$ cat src/rtl/trb_pkg.sv
package trb_pkg;
  localparam int ADDR_W = 7;
  localparam int DATA_W = 7;
  localparam int SET_W  = 4;
  localparam logic [ADDR_W-1:0] ID_ADDR  = 7'h00;
  localparam logic [ADDR_W-1:0] CTL_ADDR = 7'h01;
  localparam logic [ADDR_W-1:0] SET_BASE = 7'h08;

  typedef enum logic [1:0] {K_ID, K_CTL, K_SET, K_NONE} acc_kind_e;

  // packed MSB first: bit3 bad, bit2 xerr, bit1 busy, bit0 differ
  typedef struct packed {
    logic bad;
    logic xerr;
    logic busy;
    logic differ;
  } stat_t;

  function automatic logic [DATA_W-1:0] stat_word(input stat_t s);
    return {{(DATA_W-$bits(stat_t)){1'b0}}, s};
  endfunction

  function automatic acc_kind_e classify(input logic [ADDR_W-1:0] a, input int num_out);
    if (a == ID_ADDR)  return K_ID;
    if (a == CTL_ADDR) return K_CTL;
    if (a >= SET_BASE && int'(a) < int'(SET_BASE) + num_out) return K_SET;
    return K_NONE;
  endfunction
endpackage

$ cat src/rtl/trb_decode.sv
module trb_decode
  import trb_pkg::*;
#(
  parameter int NUM_OUT = 8,
  localparam int IDX_W = $clog2(NUM_OUT)
) (
  input  logic              acc_valid,
  input  logic              acc_rd,
  input  logic [ADDR_W-1:0] acc_addr,
  input  logic [1:0]        op_bits,
  input  logic              busy,
  output acc_kind_e         kind,
  output logic              acc_bad,
  output logic              acc_good,
  output logic              wr_set,
  output logic              do_load,
  output logic              do_save,
  output logic [IDX_W-1:0]  set_idx
);
  logic [ADDR_W-1:0] offs;
  logic bad_c, load_c, save_c, wset_c;

  assign kind    = classify(acc_addr, NUM_OUT);
  assign offs    = acc_addr - SET_BASE;
  assign set_idx = offs[IDX_W-1:0];

  always_comb begin
    bad_c = 1'b0; load_c = 1'b0; save_c = 1'b0; wset_c = 1'b0;
    unique case (kind)
      K_ID:  bad_c = !acc_rd;
      K_CTL: if (!acc_rd) begin
        if (busy || op_bits == 2'b11) bad_c = 1'b1;
        else begin
          load_c = op_bits[0];
          save_c = op_bits[1];
        end
      end
      K_SET: if (!acc_rd) begin
        if (busy) bad_c = 1'b1;
        else      wset_c = 1'b1;
      end
      default: bad_c = 1'b1;
    endcase
  end

  assign acc_bad  = acc_valid && bad_c;
  assign acc_good = acc_valid && !bad_c;
  assign do_load  = acc_valid && load_c;
  assign do_save  = acc_valid && save_c;
  assign wr_set   = acc_valid && wset_c;
endmodule

$ cat src/rtl/trb_savectl.sv
module trb_savectl #(
  parameter int SAVE_CYCLES = 20,
  localparam int CNT_W = $clog2(SAVE_CYCLES + 1)
) (
  input  logic clk,
  input  logic rst_n,
  input  logic start,
  output logic busy,
  output logic commit
);
  logic [CNT_W-1:0] cnt_q;

  always_ff @(posedge clk) begin
    if (!rst_n)          cnt_q <= '0;
    else if (start)      cnt_q <= CNT_W'(SAVE_CYCLES);
    else if (cnt_q != 0) cnt_q <= cnt_q - 1'b1;
  end

  assign busy   = (cnt_q != 0);
  assign commit = (cnt_q == 1);

  AST_SAVE_FROM_IDLE: assert property (@(posedge clk) disable iff (!rst_n)
    start |-> !busy);
  AST_COMMIT_ENDS_BUSY: assert property (@(posedge clk) disable iff (!rst_n)
    commit |=> !busy);
endmodule

$ cat src/rtl/trb_outmux.sv
module trb_outmux #(
  parameter int NUM_OUT = 8,
  parameter int PAIRED  = 4
) (
  input  logic               cfg_full,
  input  logic               pair_sel,
  output logic [NUM_OUT-1:0] out_hiz
);
  for (genvar i = 0; i < NUM_OUT; i++) begin : g_out
    if (i < PAIRED) begin : g_pair
      localparam bit IS_ODD = (i % 2) == 1;
      assign out_hiz[i] = !cfg_full && (pair_sel ? IS_ODD : !IS_ODD);
    end else begin : g_fixed
      assign out_hiz[i] = 1'b0;
    end
  end
endmodule

$ cat src/rtl/trim_regbank.sv
module trim_regbank
  import trb_pkg::*;
#(
  parameter int NUM_OUT     = 8,
  parameter int SAVE_CYCLES = 20,
  parameter logic [NUM_OUT*SET_W-1:0] NV_INIT = '0,
  localparam int IDX_W  = $clog2(NUM_OUT),
  localparam int BANK_W = NUM_OUT * SET_W,
  localparam int PAIRED = 4
) (
  input  logic              clk,
  input  logic              rst_n,
  input  logic              acc_valid,
  input  logic              acc_rd,
  input  logic [6:0]        acc_addr,
  input  logic [6:0]        acc_wdata,
  input  logic              link_err,
  input  logic              cfg_full,
  input  logic              pair_sel,
  output logic              rsp_valid,
  output logic              rsp_bad,
  output logic [6:0]        rsp_data,
  output logic [BANK_W-1:0] out_level,
  output logic [NUM_OUT-1:0] out_hiz
);
  logic [BANK_W-1:0] ram_q;
  logic [BANK_W-1:0] nv_q = NV_INIT;
  logic differ_q, xerr_q, bad_q;

  acc_kind_e        kind;
  logic             acc_bad, acc_good, wr_set, do_load, do_save;
  logic [IDX_W-1:0] set_idx;
  logic             busy, commit;
  stat_t            stat_now;
  logic [DATA_W-1:0] rd_val;

  trb_decode #(.NUM_OUT(NUM_OUT)) u_dec (
    .acc_valid(acc_valid), .acc_rd(acc_rd), .acc_addr(acc_addr),
    .op_bits(acc_wdata[1:0]), .busy(busy), .kind(kind),
    .acc_bad(acc_bad), .acc_good(acc_good), .wr_set(wr_set),
    .do_load(do_load), .do_save(do_save), .set_idx(set_idx)
  );

  trb_savectl #(.SAVE_CYCLES(SAVE_CYCLES)) u_save (
    .clk(clk), .rst_n(rst_n), .start(do_save), .busy(busy), .commit(commit)
  );

  trb_outmux #(.NUM_OUT(NUM_OUT), .PAIRED(PAIRED)) u_mux (
    .cfg_full(cfg_full), .pair_sel(pair_sel), .out_hiz(out_hiz)
  );

  // non-volatile array: no reset, written only at the end of a save
  always_ff @(posedge clk) begin
    if (commit) nv_q <= ram_q;
  end

  always_ff @(posedge clk) begin
    if (!rst_n || do_load) ram_q <= nv_q;
    else if (wr_set)       ram_q[set_idx*SET_W +: SET_W] <= acc_wdata[SET_W-1:0];
  end

  always_ff @(posedge clk) begin
    if (!rst_n) begin
      differ_q <= 1'b0;
      xerr_q   <= 1'b0;
      bad_q    <= 1'b0;
    end else begin
      if (wr_set)                 differ_q <= 1'b1;
      else if (do_load || commit) differ_q <= 1'b0;
      if (link_err)      xerr_q <= 1'b1;
      else if (acc_good) xerr_q <= 1'b0;
      if (acc_bad)       bad_q <= 1'b1;
      else if (acc_good) bad_q <= 1'b0;
    end
  end

  assign stat_now = '{bad: bad_q, xerr: xerr_q, busy: busy, differ: differ_q};

  always_comb begin
    unique case (kind)
      K_CTL:   rd_val = stat_word(stat_now);
      K_SET:   rd_val = {{(DATA_W-SET_W){1'b0}}, ram_q[set_idx*SET_W +: SET_W]};
      default: rd_val = '0;
    endcase
  end

  always_ff @(posedge clk) begin
    if (!rst_n) begin
      rsp_valid <= 1'b0;
      rsp_bad   <= 1'b0;
      rsp_data  <= '0;
    end else begin
      rsp_valid <= acc_valid;
      rsp_bad   <= acc_bad;
      rsp_data  <= acc_rd ? rd_val : acc_wdata;
    end
  end

  assign out_level = ram_q;

  AST_UNUSED_FLAGGED: assert property (@(posedge clk) disable iff (!rst_n)
    acc_valid && kind == K_NONE |=> rsp_bad && bad_q);
  AST_ID_WRITE_FLAGGED: assert property (@(posedge clk) disable iff (!rst_n)
    acc_valid && !acc_rd && acc_addr == ID_ADDR |=> rsp_bad);
  AST_BUSY_BLOCKS_WRITE: assert property (@(posedge clk) disable iff (!rst_n)
    busy && acc_valid && !acc_rd |=> rsp_bad);
  AST_RAM_FROZEN_BUSY: assert property (@(posedge clk) disable iff (!rst_n)
    busy |=> $stable(ram_q));
  AST_LOAD_COPIES: assert property (@(posedge clk) disable iff (!rst_n)
    do_load |=> ram_q == $past(nv_q) && !differ_q);
  AST_COMMIT_COPIES: assert property (@(posedge clk) disable iff (!rst_n)
    commit |=> nv_q == $past(ram_q) && !differ_q);
  AST_GOOD_CLEARS: assert property (@(posedge clk) disable iff (!rst_n)
    acc_good && !link_err |=> !bad_q && !xerr_q);
  AST_FULL_NO_HIZ: assert property (@(posedge clk) disable iff (!rst_n)
    cfg_full |-> out_hiz == '0);
  AST_PAIR_HALF_HIZ: assert property (@(posedge clk) disable iff (!rst_n)
    !cfg_full |-> $countones(out_hiz) == PAIRED / 2);
endmodule

$ cat config.mk
export PLATFORM = sky130hd
export DESIGN_NAME = trim_regbank
export DESIGN_NICKNAME = d
export VERILOG_FILES = /design/src/rtl/trb_pkg.sv /design/src/rtl/trb_decode.sv /design/src/rtl/trb_savectl.sv /design/src/rtl/trb_outmux.sv /design/src/rtl/trim_regbank.sv
export SDC_FILE = /design/constraint.sdc
export NUM_CORES = 1
export LEC_CHECK = 0
export BUFFER_PORTS_ARGS = -buffer_cell sky130_fd_sc_hd__buf_2
export CAP_MARGIN = 0
export CORE_UTILIZATION = 45
export DETAILED_ROUTE_END_ITERATION = 8
export MAX_ROUTING_LAYER = met4
export PLACE_DENSITY = 0.66
export SLEW_MARGIN = 20
export SYNTH_ARGS = -nofsm -noshare
export SYNTH_HDL_FRONTEND = slang
export SYNTH_SLANG_ARGS = --single-unit
$ cat constraint.sdc
create_clock -name clk -period 2.3 [get_ports clk]
set_input_delay 0.345 -clock clk [delete_from_list [all_inputs] [get_ports clk]]
set_output_delay 0.345 -clock clk [all_outputs]
set_load 0.005 [all_outputs]
* Yosys cells after proc, flatten, opt, wreduce, memory -nomap -nowiden
Index checks and enable logic that the tools add are counted.
Storage, ports and cells: input bits 21, register bits 81, output and inout bits 49, word-level logic and storage cells 88
Cells by class: $add $sub $neg 3, equality and inequality tests 5, bitwise logic cells 1, shifts and indexed selects 3, multiplexer cells 40, reduce and logical (&&, ||, !) cells 24, $lt $le $gt $ge 2
Operators with widths (count):
- $mux 32 | 2
- $neg 5->34 | 1
- $shift 4x34->32 const A | 1
- $shiftx 4x34->32 | 1
- $bwmux 32 | 1
- $shiftx 32x6->4 | 1
- $mux 1 | 26
- $mux 2 | 6
- $mux 5 | 2
- $reduce_bool 2->1 | 5
- $logic_and 1x1->1 | 8
- $pmux 4 s2 | 1
- $eq 7x1->1 const B | 1
- $ge 7x4->1 const B | 1
- $logic_not 7->1 | 1
- $lt 7x5->1 const B | 1
- $mux 7 | 1
- $eq 5x1->1 const B | 1
- $reduce_bool 5->1 | 1
- $sub 5x1->5 const B | 1
- $eq 2x2->1 const B | 2
- $logic_not 1->1 | 4
- $logic_or 1x1->1 | 3
- $pmux 1 s3 | 1
- other kinds (5) | 5

* Depth between registers and ports, before layout
Gate-level depths: netlist (run 1).
word-level depth 14, mapped depth 11, mapped depth without buffers 10

* Cells and area by module
A second synthesis (run 1) with hierarchy kept.
Second synthesis, totals: cells, all modules 320, area, all modules 3808.7 µm²
Modules (own cells, without submodules):
- trim_regbank | cells each 260, sequential area each 2162.1 µm², area each 3318.2 µm², instances 1
- trb_savectl | cells each 28, sequential area each 100.1 µm², area each 270.3 µm², instances 1
- trb_decode | cells each 23, sequential area each 0.0 µm², area each 153.9 µm², instances 1
- trb_outmux | cells each 9, sequential area each 0.0 µm², area each 66.3 µm², instances 1

* Worst setup path before layout (run 1)
Ideal clock, no wire load.
kind input -> register, from input port acc_addr[0], to register ram_q[16] (netlist: out_level[16]), enable pin, arrival time 2054 ps, required time 2001 ps, path buffers 1, stages on the path 7, library setup time 299 ps, slack -53 ps, path through buf_2 > inv_1 > ha_1 > ha_1 > nand2b_1 > nor4_1 > a41o_2
On the way: word-level cells in the longest chain between the ends 13, elaborated cells on any way between the ends 24, those cells by class order compare (2); eq/ne (3); mux (13); reduce/logical (6)
RTL lines:
- start: declaration | RTL line trim_regbank.sv:15 | input logic [6:0] acc_addr,
- $ge 7x4->1 / $lt 7x5->1 (equally long branches) | RTL line trb_pkg.sv:26 | if (a >= SET_BASE && int'(a) < int'(SET_BASE) + num_out) return K_SET;
- $logic_and 1x1->1 | RTL line trb_pkg.sv:26
- $mux 1 (2 in a row) | RTL line trb_pkg.sv:26
- $mux 1 | RTL line trb_pkg.sv:25 | if (a == CTL_ADDR) return K_CTL;
- $mux 2 | RTL line trb_pkg.sv:27 | return K_NONE;
- $mux 2 | RTL line trb_pkg.sv:26
- $mux 2 * | RTL line trb_pkg.sv:25
- $eq 2x1->1 | RTL line trb_decode.sv:29 | unique case (kind)
- $mux 1 | RTL line trb_decode.sv:29
- $logic_and 1x1->1 | RTL line trb_decode.sv:48 | assign do_load = acc_valid && load_c;
- $logic_or 1x1->1 | RTL line trim_regbank.sv:58 | if (!rst_n || do_load) ram_q <= nv_q;
- $reduce_bool 2->1 (no line) *
- end signal: assignment | RTL line trim_regbank.sv:58
- end signal: indexed assignment | RTL line trim_regbank.sv:59 | else if (wr_set) ram_q[set_idx*SET_W +: SET_W] <= acc_wdata[SET_W-1:0];
- end: declaration | RTL line trim_regbank.sv:26 | logic [BANK_W-1:0] ram_q;
Every way passes the cells marked *; elsewhere a longest branch is shown, timed or not. The select of a mux whose other input is x is not followed. A chain may end at the register's enable or synchronous reset.

* Worst setup path after layout (run 1)
from register u_save.cnt_q[0], to register ram_q[31] (netlist: out_level[31]), enable pin
On the way: word-level cells in the longest chain between the ends 8, elaborated cells on any way between the ends 12, those cells by class mux (6); reduce/logical (6)
RTL lines:
- start: declaration | RTL line trb_savectl.sv:11 | logic [CNT_W-1:0] cnt_q;
- start signal: assignment | RTL line trb_savectl.sv:15 | else if (start) cnt_q <= CNT_W'(SAVE_CYCLES);
- start signal: assignment | RTL line trb_savectl.sv:16 | else if (cnt_q != 0) cnt_q <= cnt_q - 1'b1;
- $reduce_bool 5->1 * | RTL line trb_savectl.sv:19 | assign busy = (cnt_q != 0);
- $logic_or 1x1->1 | RTL line trb_decode.sv:32 | if (busy || op_bits == 2'b11) bad_c = 1'b1;
- $mux 1 | RTL line trb_decode.sv:32
- $mux 1 | RTL line trb_decode.sv:31 | K_CTL: if (!acc_rd) begin
- $mux 1 | RTL line trb_decode.sv:29
- $logic_and 1x1->1 | RTL line trb_decode.sv:48
- $logic_or 1x1->1 | RTL line trim_regbank.sv:58
- $reduce_bool 2->1 (no line) *
Every way passes the cells marked *; elsewhere a longest branch is shown, timed or not.

==> results.json, run 1 <==
{
  "ios": 70,
  "antenna_cells": 0,
  "grt_usage": 0.220,
  "grt_max_degree": 34,
  "setup_ws_ps": 156,
  "dp_hpwl_mm": 6.45,
  "powerDensity_mw_per_mm2": 915,
  "slowest_delay_ps": 410,
  "clkTransAtPathRegs_ps": 80,
  "period_needed_ps": 2140,
  "nFillCells": 717,
  "muxShareOfSynthArea": 0.0404,
  "synth_ff_type": "edfxtp_1",
  "netlist_area_mm2": 0.00384,
  "antenna_found_initial": 0,
  "netlist_instances": 283,
  "synth_area_leader_cell": "edfxtp_1",
  "synth_xor_xnor_area_share": 0.00684,
  "min-delay-path-class": "primary input to flip-flop",
  "crit_required_ps": 2370,
  "syn_avg_cell_area_um2": 13.6,
  "synth_compound_area_frac": 0.157,
  "place_congestion": 0.965,
  "yosysUniqueCellTypes": 44,
  "cts_hold_buffers": 0,
  "yosysMostFrequentCell": "edfxtp_1",
  "path_max_fanout": 4,
  "synth_adder_area_share": 0.0423,
  "drt_iter0_drc": 163,
  "status": "finished clean",
  "rsz0062_at_grt": "false",
  "grt_pass1_vias": 2578,
  "power_leakage_nw": 1.87,
  "synthTopCellsByCount": "edfxtp_1, a32o_1, dfxtp_1",
  "drc_errors": 0,
  "power_mw": 4.19,
  "place_area_mm2": 0.00435,
  "rows": 33,
  "synth_top_area_frac": 0.500,
  "clk_latency_ps": 360,
  "yosysSeqAreaShare": 0.589,
  "slew_headroom": 0.631,
  "async_reset_ff_frac": 0,
  "synth_edf_count": 64,
  "fin_util": 0.555,
  "hold_viol": 0,
  "start_util": 0.465,
  "regArea_mm2": 0.00226,
  "post_drt_wl_per_cell_um": 19.1,
  "period_share": 0.932,
  "vias": 2754,
  "drt_wl_total_mm": 9.06,
  "drive_gt1_frac": 0.339,
  "clock-sinks": 81,
  "worst_setup_path_end_kind": "flip-flop",
  "via_per_inst": 5.81,
  "tightest_slew_ps": 550,
  "post_cts.repair.setup_buffers": 0,
  "fp.dieW_um": 94.4,
  "clk_path_buf_depth": 2,
  "dieArea_mm2": 0.00891,
  "worst-setup-path-type": "flip-flop to flip-flop",
  "grt_pass1_wl_mm": 13.7,
  "fp.dieH_um": 94.4,
  "slew_viol_final": 0,
  "finClkSkew_ps": 10.3,
  "ys_warn_count": 0,
  "hold_ws_ps": 193,
  "multi_input_area_mm2": 0.00141,
  "finalNonFillerCells": 474,
  "worstPathArrival_ps": 2210,
  "dp_slack_ps": 5.03,
  "place_inst": 458,
  "finalSetupViolations": 0,
  "ys_seq_elements": 81,
  "synth_top_family_by_area": "compound AO/OA/AOI/OAI gates",
  "start_kind": "flip-flop",
  "core_area_mm2": 0.00826,
  "cts_tree": "built",
  "dr.pass1.iters": 5,
  "cts_root_buffer": "clkbuf_8",
  "final_antenna_net_count": 0,
  "tns_ps": 0,
  "worstPathCellList": "inv_1 > ha_1 > nor4b_4 > nand3_1 > nor3_2 > a21o_2",
  "cts_buffers": 9,
  "clock.fmax_ghz": 0.467,
  "cp_num_buf_inv": 1,
  "numPortBuffers": 65,
  "syn_to_final_growth_pct": 19.2,
  "overflow": 0,
  "cts-resized-gates": 0,
  "synth_area_leaders": "edfxtp_1, dfxtp_1, a32o_1",
  "nets": 398,
  "htreeDepth": 3,
  "synthSimpleGateAreaFrac": 0.113,
  "cp_top_family": "simple AND/OR/NAND/NOR gates",
  "ir_drop_mv": 0.407,
  "maxCapViolCount": 0,
  "fin_area_mm2": 0.00458,
  "worst_path_max_delay_cell": "nor4b_4"
}
==> layer usage <==
layer | wire length [µm] | GRT usage
met1 | 4200 | 0.305
met2 | 4030 | 0.307
met3 | 569 | 0.0548
met4 | 264 | 0.0923
met5 | 0 | -
==> worst register-to-register path, delay by kind of cell, from the launching register on <==
kind | cells | cell delay [ps]
flops | 1 | 330
simple gates | 3 | 970
compound gates | 1 | 240
buf+inv | 1 | 110
fa+ha+maj | 1 | 210
==> state kept, by name, indices dropped and copies added, names as in the netlist, 5 cells and up <==
register / count
rsp_data: 7
nv_q: 32
u_save.cnt_q: 5
out_level: 32
==> final cells by class <==
class,count,area share
flip-flops and latches,81,0.494
multi-input cells,173,0.307
repair buffers,90,0.112
well taps,105,0.0287
clock buffers,9,0.0270
clock inverters,7,0.0238
inverters,9,0.00738
==> path summary, 6_finish.rpt <==
check                        to  depth (start not counted)  slack (ps)             from
setup / recovery  out_level[31]                          6         160  u_save.cnt_q[0]
hold / removal      rsp_data[5]                          2         190     acc_wdata[5]
setup reg to reg  out_level[31]                          6         160  u_save.cnt_q[0]
hold reg to reg         nv_q[6]                          0         490     out_level[6]
==> placed cells by master (no fill, tap or decap), types with 5 or more instances in the layout <==
master / count
nor2b_1: 9
clkbuf_8: 9
and2_1: 9
a21o_2: 6
nand2_1: 12
buf_4: 25
buf_2: 65
nor2_1: 12
nand3_1: 7
nor3_1: 7
dfxtp_1: 17
mux2i_1: 11
edfxtp_1: 64
a32o_1: 30
ha_1: 12
a32o_2: 5
inv_1: 9
a211oi_1: 8
==> logic make-up after synthesis <==
logic type | Yosys count
adder cells (fa/ha/maj) | 13
AND/OR/NAND/NOR | 73
XOR/XNOR | 3
flip-flops | 81
AO/OA/AOI/OAI | 67
other | 1
buffers and inverters | 32
multiplexers | 13
==> report_power, final <==
group          switching (mW)  internal, mW
logic                   0.494         0.394
clock network           0.502         0.710
registers               0.157          1.93
total                    1.15          3.04
Power figures use the tool's default switching activity.
==> run 2, diff against run 1 <==
- CORE_UTILIZATION: 45 -> 40
- PLACE_DENSITY: 0.66 -> 0.6
==> run 2 against run 1 <==
Net effect:
- hold slack worse by 6.7 ps
- sequential power about the same
- routed wire length up 4.2%
- die area up 12%
- total power down 2.2%
- global-route usage down 1.6 points
- via count down 0.94%
- sequential share of layout area down 0.13 points
- clock power down 9%
- register-to-register slack better by 99 ps
- worst setup slack better by 99 ps
- largest cell class unchanged
- largest power group unchanged
- highest routed layer unchanged
==> results.json, run 2 (synthesized netlist as in run 1, its figures left out) <==
{
  "htreeDepth": 3,
  "drt_iter0_drc": 150,
  "period_needed_ps": 2040,
  "start_kind": "flip-flop",
  "reg2reg_depth": 6,
  "grt_usage": 0.204,
  "switching_share": 0.279,
  "cts_tree": "built",
  "holdPathStages": 2,
  "p_clk_frac": 0.268,
  "min-delay-path-class": "primary input to flip-flop",
  "drive_gt1_frac": 0.341,
  "post_drt_wl_per_cell_um": 18.9,
  "nFillCells": 877,
  "cts_root_buffer": "clkbuf_8",
  "rows": 35,
  "place_congestion": 0.942,
  "period_share": 0.889,
  "fin_area_mm2": 0.00459,
  "ir_drop_mv": 0.392,
  "setup.worst_path.start": "u_save.cnt_q[0]",
  "clk_latency_ps": 360,
  "fp.dieW_um": 100,
  "grt_max_degree": 26,
  "finalSetupViolations": 0,
  "antenna_cells": 0,
  "timing.reg2reg.setup_slack_ps": 260,
  "worst_setup_path_end_kind": "flip-flop",
  "status": "finished clean",
  "final_common_cell": "buf_2",
  "maxCapViolCount": 0,
  "worstPathCellList": "inv_1 > ha_1 > nor4b_4 > nand3_1 > nor3b_2 > a21o_2",
  "drc_errors": 0,
  "numPortBuffers": 65,
  "dieArea_mm2": 0.0100,
  "tns_ps": 0,
  "slowest_delay_ps": 330,
  "path_max_fanout": 4,
  "rr_endpoint": "out_level[6]",
  "clock.fmax_ghz": 0.489,
  "via_per_inst": 5.47,
  "nets": 400,
  "ios": 70,
  "syn_to_final_growth_pct": 19.5,
  "post_cts.repair.setup_buffers": 0,
  "fp.dieH_um": 100,
  "final_cell_mix": "buf_2, edfxtp_1, a32o_1, buf_4, dfxtp_1",
  "powerDensity_mw_per_mm2": 892,
  "cts_buffers": 9,
  "switchingPower_mw": 1.14,
  "grt_pass1_wl_mm": 14.4,
  "cts_hold_buffers": 0,
  "drt_wl_total_mm": 9.44,
  "clk_path_buf_depth": 2,
  "worst-setup-path-type": "flip-flop to flip-flop",
  "worst_path_max_delay_cell": "dfxtp_1",
  "start_util": 0.414,
  "antenna_found_initial": 0,
  "reg2reg_from": "u_save.cnt_q[0]",
  "final_antenna_net_count": 0,
  "rsz0062_at_grt": "false",
  "finClkSkew_ps": 9.55,
  "worstPathArrival_ps": 2110,
  "power_leakage_nw": 1.87,
  "cts-resized-gates": 0,
  "tightest_slew_ps": 510,
  "seqPwrFrac": 0.510,
  "place_area_mm2": 0.00439,
  "core_area_mm2": 0.00928,
  "clkTransAtPathRegs_ps": 70,
  "dp_hpwl_mm": 6.72,
  "crit_path_end": "out_level[6]",
  "vias": 2728,
  "clock-sinks": 81,
  "grt_pass1_vias": 2643,
  "hold_viol": 0,
  "pwr-share-comb": 0.221,
  "crit_required_ps": 2370,
  "power.internal_mw": 2.95,
  "slew_headroom": 0.660,
  "slew_viol_final": 0,
  "dr.pass1.iters": 4,
  "overflow": 0
}
run 2: final cells by class:
type                            instances  area (µm²)  area share
Clock inverter                          4        68.8      0.0150
Multi-Input combinational cell        173        1410       0.306
Tap cell                              129         161      0.0351
Inverter                                9        33.8     0.00736
Clock buffer                           11         131      0.0286
Sequential cell                        81        2260       0.493
Timing Repair Buffer                   92         528       0.115
run 2: worst min-delay path by stage:
stage                  startpoint          end
detailed placement  out_level[16]     nv_q[16]
floorplan               acc_valid       xerr_q
global route         acc_wdata[4]  rsp_data[4]
finish               acc_wdata[4]  rsp_data[4]
global placement     out_level[3]      nv_q[3]
CTS                  acc_wdata[4]  rsp_data[4]
run 2: worst max-delay path, delay by kind of cell (launching register included):
family                   cells  cell delay, ps
adder cells (fa/ha/maj)      1             210
buffers and inverters        1             110
flip-flops                   1             330
AO/OA/AOI/OAI                1             240
AND/OR/NAND/NOR              3             870
run 2: power by group through the flow:
stage	clock network, mW	logic, mW	registers, mW
detailed placement	0	0.909	2.12
global route	1.16	1.01	2.12
CTS	1.11	0.915	2.09
finish	1.10	0.907	2.09
global placement	0	0.905	2.12
floorplan	0	0.566	2.08
run 2: routing by layer:
layer  wire (µm)  share of wire  track usage
met5           0              0            -
met2        4380           0.46        0.310
met3         561          0.059       0.0474
met1        4390           0.46        0.270
met4         114          0.012       0.0702
run 2: through the flow:
stage | hold slack, ps | setup slack [ps] | instances | power (mW) | utilization
after floorplan | 446 | 49.7 | 286 | 2.65 | -
after global placement | 470 | 4.93 | 484 | 3.02 | 0.473
after detailed placement | 472 | -23.0 | 484 | 3.03 | 0.473
after CTS | 184 | 266 | 499 | 4.12 | 0.495
after global routing | 201 | 100 | 499 | 4.29 | 0.495
final | 187 | 255 | 499 | 4.10 | 0.495
